## src/rtl/seg_priv_check.sv

```systemverilog
module seg_priv_check #(
  parameter int ENTRIES = 4,
  localparam int IW = (ENTRIES > 1) ? $clog2(ENTRIES) : 1
) (
  input  logic          clk,
  input  logic          rst_n,
  input  logic          wr_en,
  input  logic          wr_local,
  input  logic [IW-1:0] wr_slot,
  input  logic [31:0]   wr_base,
  input  logic [31:0]   wr_limit,
  input  logic [1:0]    wr_dpl,
  input  logic          req_valid,
  output logic          req_ready,
  input  logic [15:0]   req_sel,
  input  logic [31:0]   req_off,
  input  logic [1:0]    req_cpl,
  input  logic          req_priv_op,
  output logic          rsp_valid,
  input  logic          rsp_ready,
  output logic [2:0]    rsp_cause,
  output logic [31:0]   rsp_lin
);
  localparam int SLOTS = 2 * ENTRIES;

  logic [31:0]      base_q  [SLOTS];
  logic [31:0]      limit_q [SLOTS];
  logic [1:0]       dpl_q   [SLOTS];
  logic [SLOTS-1:0] here_q;

  wire [IW:0] wr_ent = {wr_local, wr_slot};

  always_ff @(posedge clk)
    if (!rst_n) here_q <= '0;
    else if (wr_en) here_q[wr_ent] <= 1'b1;

  always_ff @(posedge clk)
    if (wr_en) begin
      base_q[wr_ent]  <= wr_base;
      limit_q[wr_ent] <= wr_limit;
      dpl_q[wr_ent]   <= wr_dpl;
    end

  wire [1:0]  rpl      = req_sel[1:0];
  wire [12:0] idx      = req_sel[15:3];
  wire        in_range = idx < 13'(ENTRIES);
  wire [IW:0] ent      = {req_sel[2], req_sel[IW+2:3]};
  wire [1:0]  eff      = (req_cpl > rpl) ? req_cpl : rpl;

  logic [2:0] cause;
  always_comb begin
    if (req_priv_op && req_cpl != 2'd0)    cause = 3'd1;
    else if (!(in_range && here_q[ent]))   cause = 3'd2;
    else if (req_off > limit_q[ent])       cause = 3'd3;
    else if (eff > dpl_q[ent])             cause = 3'd4;
    else                                   cause = 3'd0;
  end

  wire accept = req_valid && req_ready;
  assign req_ready = !rsp_valid || rsp_ready;

  always_ff @(posedge clk)
    if (!rst_n) rsp_valid <= 1'b0;
    else if (accept) rsp_valid <= 1'b1;
    else if (rsp_ready) rsp_valid <= 1'b0;

  always_ff @(posedge clk)
    if (accept) begin
      rsp_cause <= cause;
      rsp_lin   <= (cause == 3'd0) ? base_q[ent] + req_off : 32'd0;
    end
endmodule


```

## config.mk

```make
export PLATFORM = sky130hd
export DESIGN_NAME = seg_priv_check
export DESIGN_NICKNAME = d
export VERILOG_FILES = /design/src/rtl/seg_priv_check.sv
export SDC_FILE = /design/constraint.sdc
export NUM_CORES = 1
export LEC_CHECK = 0
export BUFFER_PORTS_ARGS = -buffer_cell sky130_fd_sc_hd__buf_2
export CAP_MARGIN = 20
export CORE_MARGIN = 4
export CORE_UTILIZATION = 55
export CTS_BUF_LIST = sky130_fd_sc_hd__clkbuf_4 sky130_fd_sc_hd__clkbuf_8
export CTS_CLUSTER_SIZE = 8
export DETAILED_ROUTE_END_ITERATION = 8
export GPL_TIMING_DRIVEN = 1
export HOLD_SLACK_MARGIN = 0.02
export PLACE_DENSITY = 0.8
export SYNTH_ARGS = -nofsm -noshare
export SYNTH_HDL_FRONTEND = slang
export SYNTH_SLANG_ARGS = --single-unit
```

## constraint.sdc

```tcl
create_clock -name clk -period 8.66 [get_ports clk]
set_input_delay 0 -clock clk [delete_from_list [all_inputs] [get_ports clk]]
set_output_delay 0 -clock clk [all_outputs]
set_load 0.005 [all_outputs]
```

Word level (Yosys, flattened, before mapping)
Memories as Yosys holds them, arrays and structs flattened.
Index checks and enable logic that the tools add are counted.
Word-level totals
  output and inout port bits: 37
  bits in read-only memories: 0
  register bits after elaboration: 44
  latch bits: 0
  bits of input ports: 125
  logic and storage cells: 38
  memories kept: 3
  memory bits (writable): 528
Memory list
  base_q: words 8, width 32, read ports 1, clocked after memory_dff 0, wr ports 1, RTL line 26  | logic [31:0] base_q [SLOTS];
  limit_q: words 8, width 32, read ports 1, clocked after memory_dff 0, wr ports 1, RTL line 27  | logic [31:0] limit_q [SLOTS];
  dpl_q: words 8, width 2, read ports 1, clocked after memory_dff 0, wr ports 1, RTL line 28  | logic [1:0] dpl_q [SLOTS];
Cells by class
  reductions and logical operators: 9
  shift-type cells: 0
  order comparisons: 7
  bitwise gates (word level): 1
  $add $sub $neg: 1
  div/mod/pow operators: 0
  equal/unequal tests: 0
  multiply operators: 0
  mux-type cells: 13
Operator list (count)
  adder 32 bit: 1
  greater-than comparator 32 bit: 1
  < comparator 13 x 3 -> 1 bit, second input constant: 1
  two-way mux 3 bit: 4
  < comparator 3 x 4 -> 1 bit, second input constant: 2
  bitwise OR 8 bit: 1
  two-way mux 1 bit: 6
  greater-than comparator 2 bit: 2
  logical AND 1 bit: 4
  nonzero test 2 bit: 2
  binary-select mux 1 bit (select 3 bit): 1
  demux 1 bit (select 3 bit): 1
  >= comparator 3 x 1 -> 1 bit, second input constant: 1
  zero test 3 bit: 1
  two-way mux 2 bit: 1
  zero test 1 bit: 1
  logical OR 1 bit: 1

Logic depth before layout (Yosys ltp)
  word-level depth: 8
  depth in mapped cells: 16
  gate-level depth less buffers: 13

Least setup slack after synthesis
No wires, ideal clock.
  path kind: input to register
  start point: input wr_slot[0]
  end point: memory base_q[0][0], enable pin
  slack: 3372 ps
  library setup time: 574 ps
  path buffers: 0
  required time: 8086 ps
  data arrival time: 4714 ps
  stages: 2
  path through: nand2b_1 nor3_1
RTL lines
  from (decl): RTL line 9  | input logic [IW-1:0] wr_slot,
  to (decl): RTL line 26
No word-level cell before the write port.

Worst setup path in the final report
  start point: input req_sel[3]
  end point: register rsp_lin[31] (data pin)
On the way
  longest elaborated chain between the ends: 7
  elaborated cells between the ends (all ways): 15
  those cells by class: 1 x add/sub; 3 x order compare; 6 x mux; 2 x reduce/logical; 3 x memory
RTL lines
  from (decl): RTL line 15  | input logic [15:0] req_sel,
  parallel branches: the longest is 7 deep, another holds memory read (8 x 32 bit)
  to (signal assigned): RTL line 70  | rsp_lin <= (cause == 3'd0) ? base_q[ent] + req_off : 32'd0;
  to (decl): RTL line 22  | output logic [31:0] rsp_lin
Several ways; the timed one is not identified. The select of a mux whose other input is x is not followed.
A chain may end at the register's enable or synchronous reset.

==> results_dict.tcl <==
set metrics [dict create \
    fin_tns_setup_ps 0 \
    wl_per_cell_um 24.3 \
    cpMaxStageDelayCell "buf_4" \
    outcome "finished, final reports clean" \
    final_area_um2 28000 \
    synth_top_area_share_pct 70.7 \
    worstSetupEndpointType "flop" \
    path_buf_inv 4 \
    gp_congestion 0.908 \
    tritoncts "built" \
    worstPathCellList "clkbuf_8 -> buf_4 -> mux4_2 -> mux2_2 -> ha_1 -> and3_1 -> and4_1 -> a211oi_1 -> nor4b_2 -> o311ai_1 -> a21o_1 -> a21oi_1 -> dlygate4sd3_1 -> nor3b_1 -> dlygate4sd3_1" \
    finalPower_mw 5.93 \
    fmax_mhz 189 \
    nets 1734 \
    tightest_slew_ps 1060 \
    ys_warn_count 0 \
    die_height_um 216 \
    slew_headroom_pct 29.0 \
    setup_ws_ps 3370 \
    p_leak_nw 9.76 \
    synthArstFlopShare_pct 0 \
    initial_utilization_pct 55.6 \
    rows 76 \
    die_x_um 216 \
    routed_via_density 5.98 \
    grt_usage_pct 23.0 \
    ys_ff_latch 572 \
    grt_remaining_overflow 0 \
    p_per_area_nw_per_um2 212 \
    pwr-share-clk_pct 36.1 \
    synth-edff-count 563 \
    ir_drop_mv 0.118 \
    drt_iter0_drc 1627 \
    synth_ff_type "edfxtp_1" \
    dp_cells 1943 \
    power.switching_mw 1.37 \
    pwr-share-seq_pct 53.4 \
    hold_class "in -> reg" \
    drc 0 \
    layout-drive-gt1-share_pct 31.6 \
    critPathMaxFanout 66 \
    grt_first_pass_wirelength_mm 80.7 \
    path_common_cell "dlygate4sd3_1" \
    die_area_um2 46900 \
    ioPinCount 162 \
    root_buffer "clkbuf_8" \
    dr.pass1.iters 5 \
    rsz0062_at_grt "false" \
    dp_slack_ps 3660 \
    p_int_mw 4.56 \
    switching_share_pct 23.1 \
    crit_arrival_ps 5810 \
    cts_max_level 3 \
    ant_nets 0 \
    routed_wl_mm 52.9 \
    required_ps 9190 \
    final_cells 2182 \
    grt_max_degree 67 \
    hpwl_mm 33.0 \
    portBuffers 161 \
    grt_pass1_vias 13600 \
    cpPeakStageDelay_ps 720 \
    hold_violations 0 \
    synth_cell_types 57 \
    critical_path.startpoint_type "input pin" \
    critical_path_class "in -> reg" \
    numCtsBuffers 90 \
    antenna_found_initial 2 \
    yosys-top-cells-area "edfxtp_1, mux4_2, ha_1" \
    maxCapViolCount 0 \
    layout_min_cycle_time_ps 5290 \
    ys_seq_area_share_pct 71.5 \
    core_um2 43000 \
    cpLargestDelayFamily "buffers and inverters" \
    finalCritPeriodShare_pct 61.0 \
    path_clk_slew_ps 70 \
    syn_nets 1424 \
    setup_viol_count_final 0 \
    syn_to_final_growth_pct 17.2 \
    clk_latency_ps 670 \
    syn_area_per_cell_um2 19.4 \
    slew_violations 0 \
    route.vias.total 13000 \
    syn_inst 1230 \
    comb_power_share_pct 10.5 \
    cts_num_sinks 572 \
    clk_path_buf_depth 3 \
    clock_skew_ps 42.1 \
    placed_area_um2 25400 \
    synth_top_area_cell "edfxtp_1" \
    syn_area_um2 23900 \
]
-- state kept, by name, summed over array words and instances, names as in the netlist --
name / flops
rsp_valid: 1
base_q: 256
here_q: 8
limit_q: 256
dpl_q: 16
rsp_lin: 32
rsp_cause: 3
-- worst paths after layout --
path / startpoint / end / slack, ps / cells after the start
hold reg to reg: here_q[5] / here_q[5] / 470 / 1
setup / recovery: req_sel[3] / rsp_lin[31] / 3370 / 15
setup reg to reg: base_q[6][1] / rsp_lin[31] / 3660 / 14
hold / removal: req_off[23] / rsp_lin[23] / 70 / 4
-- synthesized netlist by cell type, drive strengths merged (2+ instances only) --
master and count:
nand2b 8, a211oi 5, or2 2, nor4b 2, xnor2 15, o211ai 4, and2 4, nand3 13
o2111ai 2, nor3 6, nor4 5, mux2i 34, and3 5, a21o 17, nand2 23, dfxtp 9
o21ai 16, inv 25, ha 68, mux2 33, buf 18, nor2b 8, a221o 2, o21bai 5
a31oi 5, a21boi 2, mux4 134, o31ai 5, o21a 8, xor2 13, nor2 56, nand4 10
a2111oi 2, a211o 2, edfxtp 563, clkbuf 30, o221ai 3, o22ai 2, a21oi 50, and4 4
nor3b 2
-- power groups by stage --
stage | Combinational [mW] | Sequential, mW | Clock, mW
3_3_place_gp | 0.563 | 3.21 | 0
2_1_floorplan | 0.377 | 3.22 | 0
3_5_place_dp | 0.582 | 3.22 | 0
6_report | 0.623 | 3.16 | 2.14
4_1_cts | 0.618 | 3.16 | 2.18
5_1_grt | 0.677 | 3.17 | 2.33
-- what timing repair did --
| action | 4_1_cts | 5_1_grt |
|---|---|---|
| hold endpoints to repair | 590 | 1 |
| buffers inserted | 0 | 0 |
| hold buffers | 86 | 2 |
| gates resized for setup | 0 | 0 |
-- through the flow --
stage          hold slack [ps]  utilization [%]
6_report                  73.8             65.2
5_1_grt                   57.3             65.2
4_1_cts                   24.3             65.0
3_5_place_dp               261             59.2
3_3_place_gp               257             59.2
2_1_floorplan             98.9                -
-- layer usage --
layer	up-vias	GRT usage, %	part of all wire, %
met5	-	0	0.013
met3	104	5.27	8.1
met1	6653	32.5	41
met2	597	35.8	47
met4	2	8.30	3.3
li1	5684	-	-
-- logic make-up after synthesis --
logic type / count (synthesis) / synth area share [%]
AO/OA/AOI/OAI: 138 / 3.74
XOR/XNOR: 28 / 1.03
adder cells (fa/ha/maj): 69 / 3.64
buffers and inverters: 73 / 1.18
flip-flops: 572 / 71.5
multiplexers: 201 / 15.6
AND/OR/NAND/NOR: 149 / 3.31
-- worst min-delay path, stage by stage --
cell and delay, ps:
buf_2 130, ha_1 270, xnor2_1 110, nor2_1 90
-- cell usage in the layout, fill, tap and decap left out, types with 4 or more instances in the layout --
master / instances
a31oi_1: 5
o31ai_1: 5
mux2_2: 33
buf_4: 17
a21o_1: 17
nor2b_1: 8
clkinv_2: 5
o21a_1: 8
and3_1: 5
clkbuf_4: 33
dlygate4sd3_1: 88
clkinvlp_4: 6
clkinv_1: 9
xnor2_1: 15
nand4_1: 10
nor2_1: 50
mux4_2: 134
edfxtp_1: 563
mux2i_1: 34
buf_2: 158
inv_1: 25
a211oi_1: 5
clkbuf_8: 93
o21ai_0: 16
nor2_4: 6
nand2b_1: 8
nand2_1: 22
a21oi_1: 50
dfxtp_1: 9
nand3_1: 13
o21bai_1: 5
xor2_1: 13
and4_1: 4
ha_1: 68
-- area by class of cell --
type | instances | area [um2]
Clock buffer | 125 | 1510
Clock inverter | 23 | 151
Fill cell | 2916 | 15000
Antenna cell | 1 | 2.50
Sequential cell | 572 | 17100
Tap cell | 585 | 732
Inverter | 25 | 93.8
Timing Repair Buffer | 266 | 1840
Multi-Input combinational cell | 585 | 6590
(Power assumes the default switching activity.)
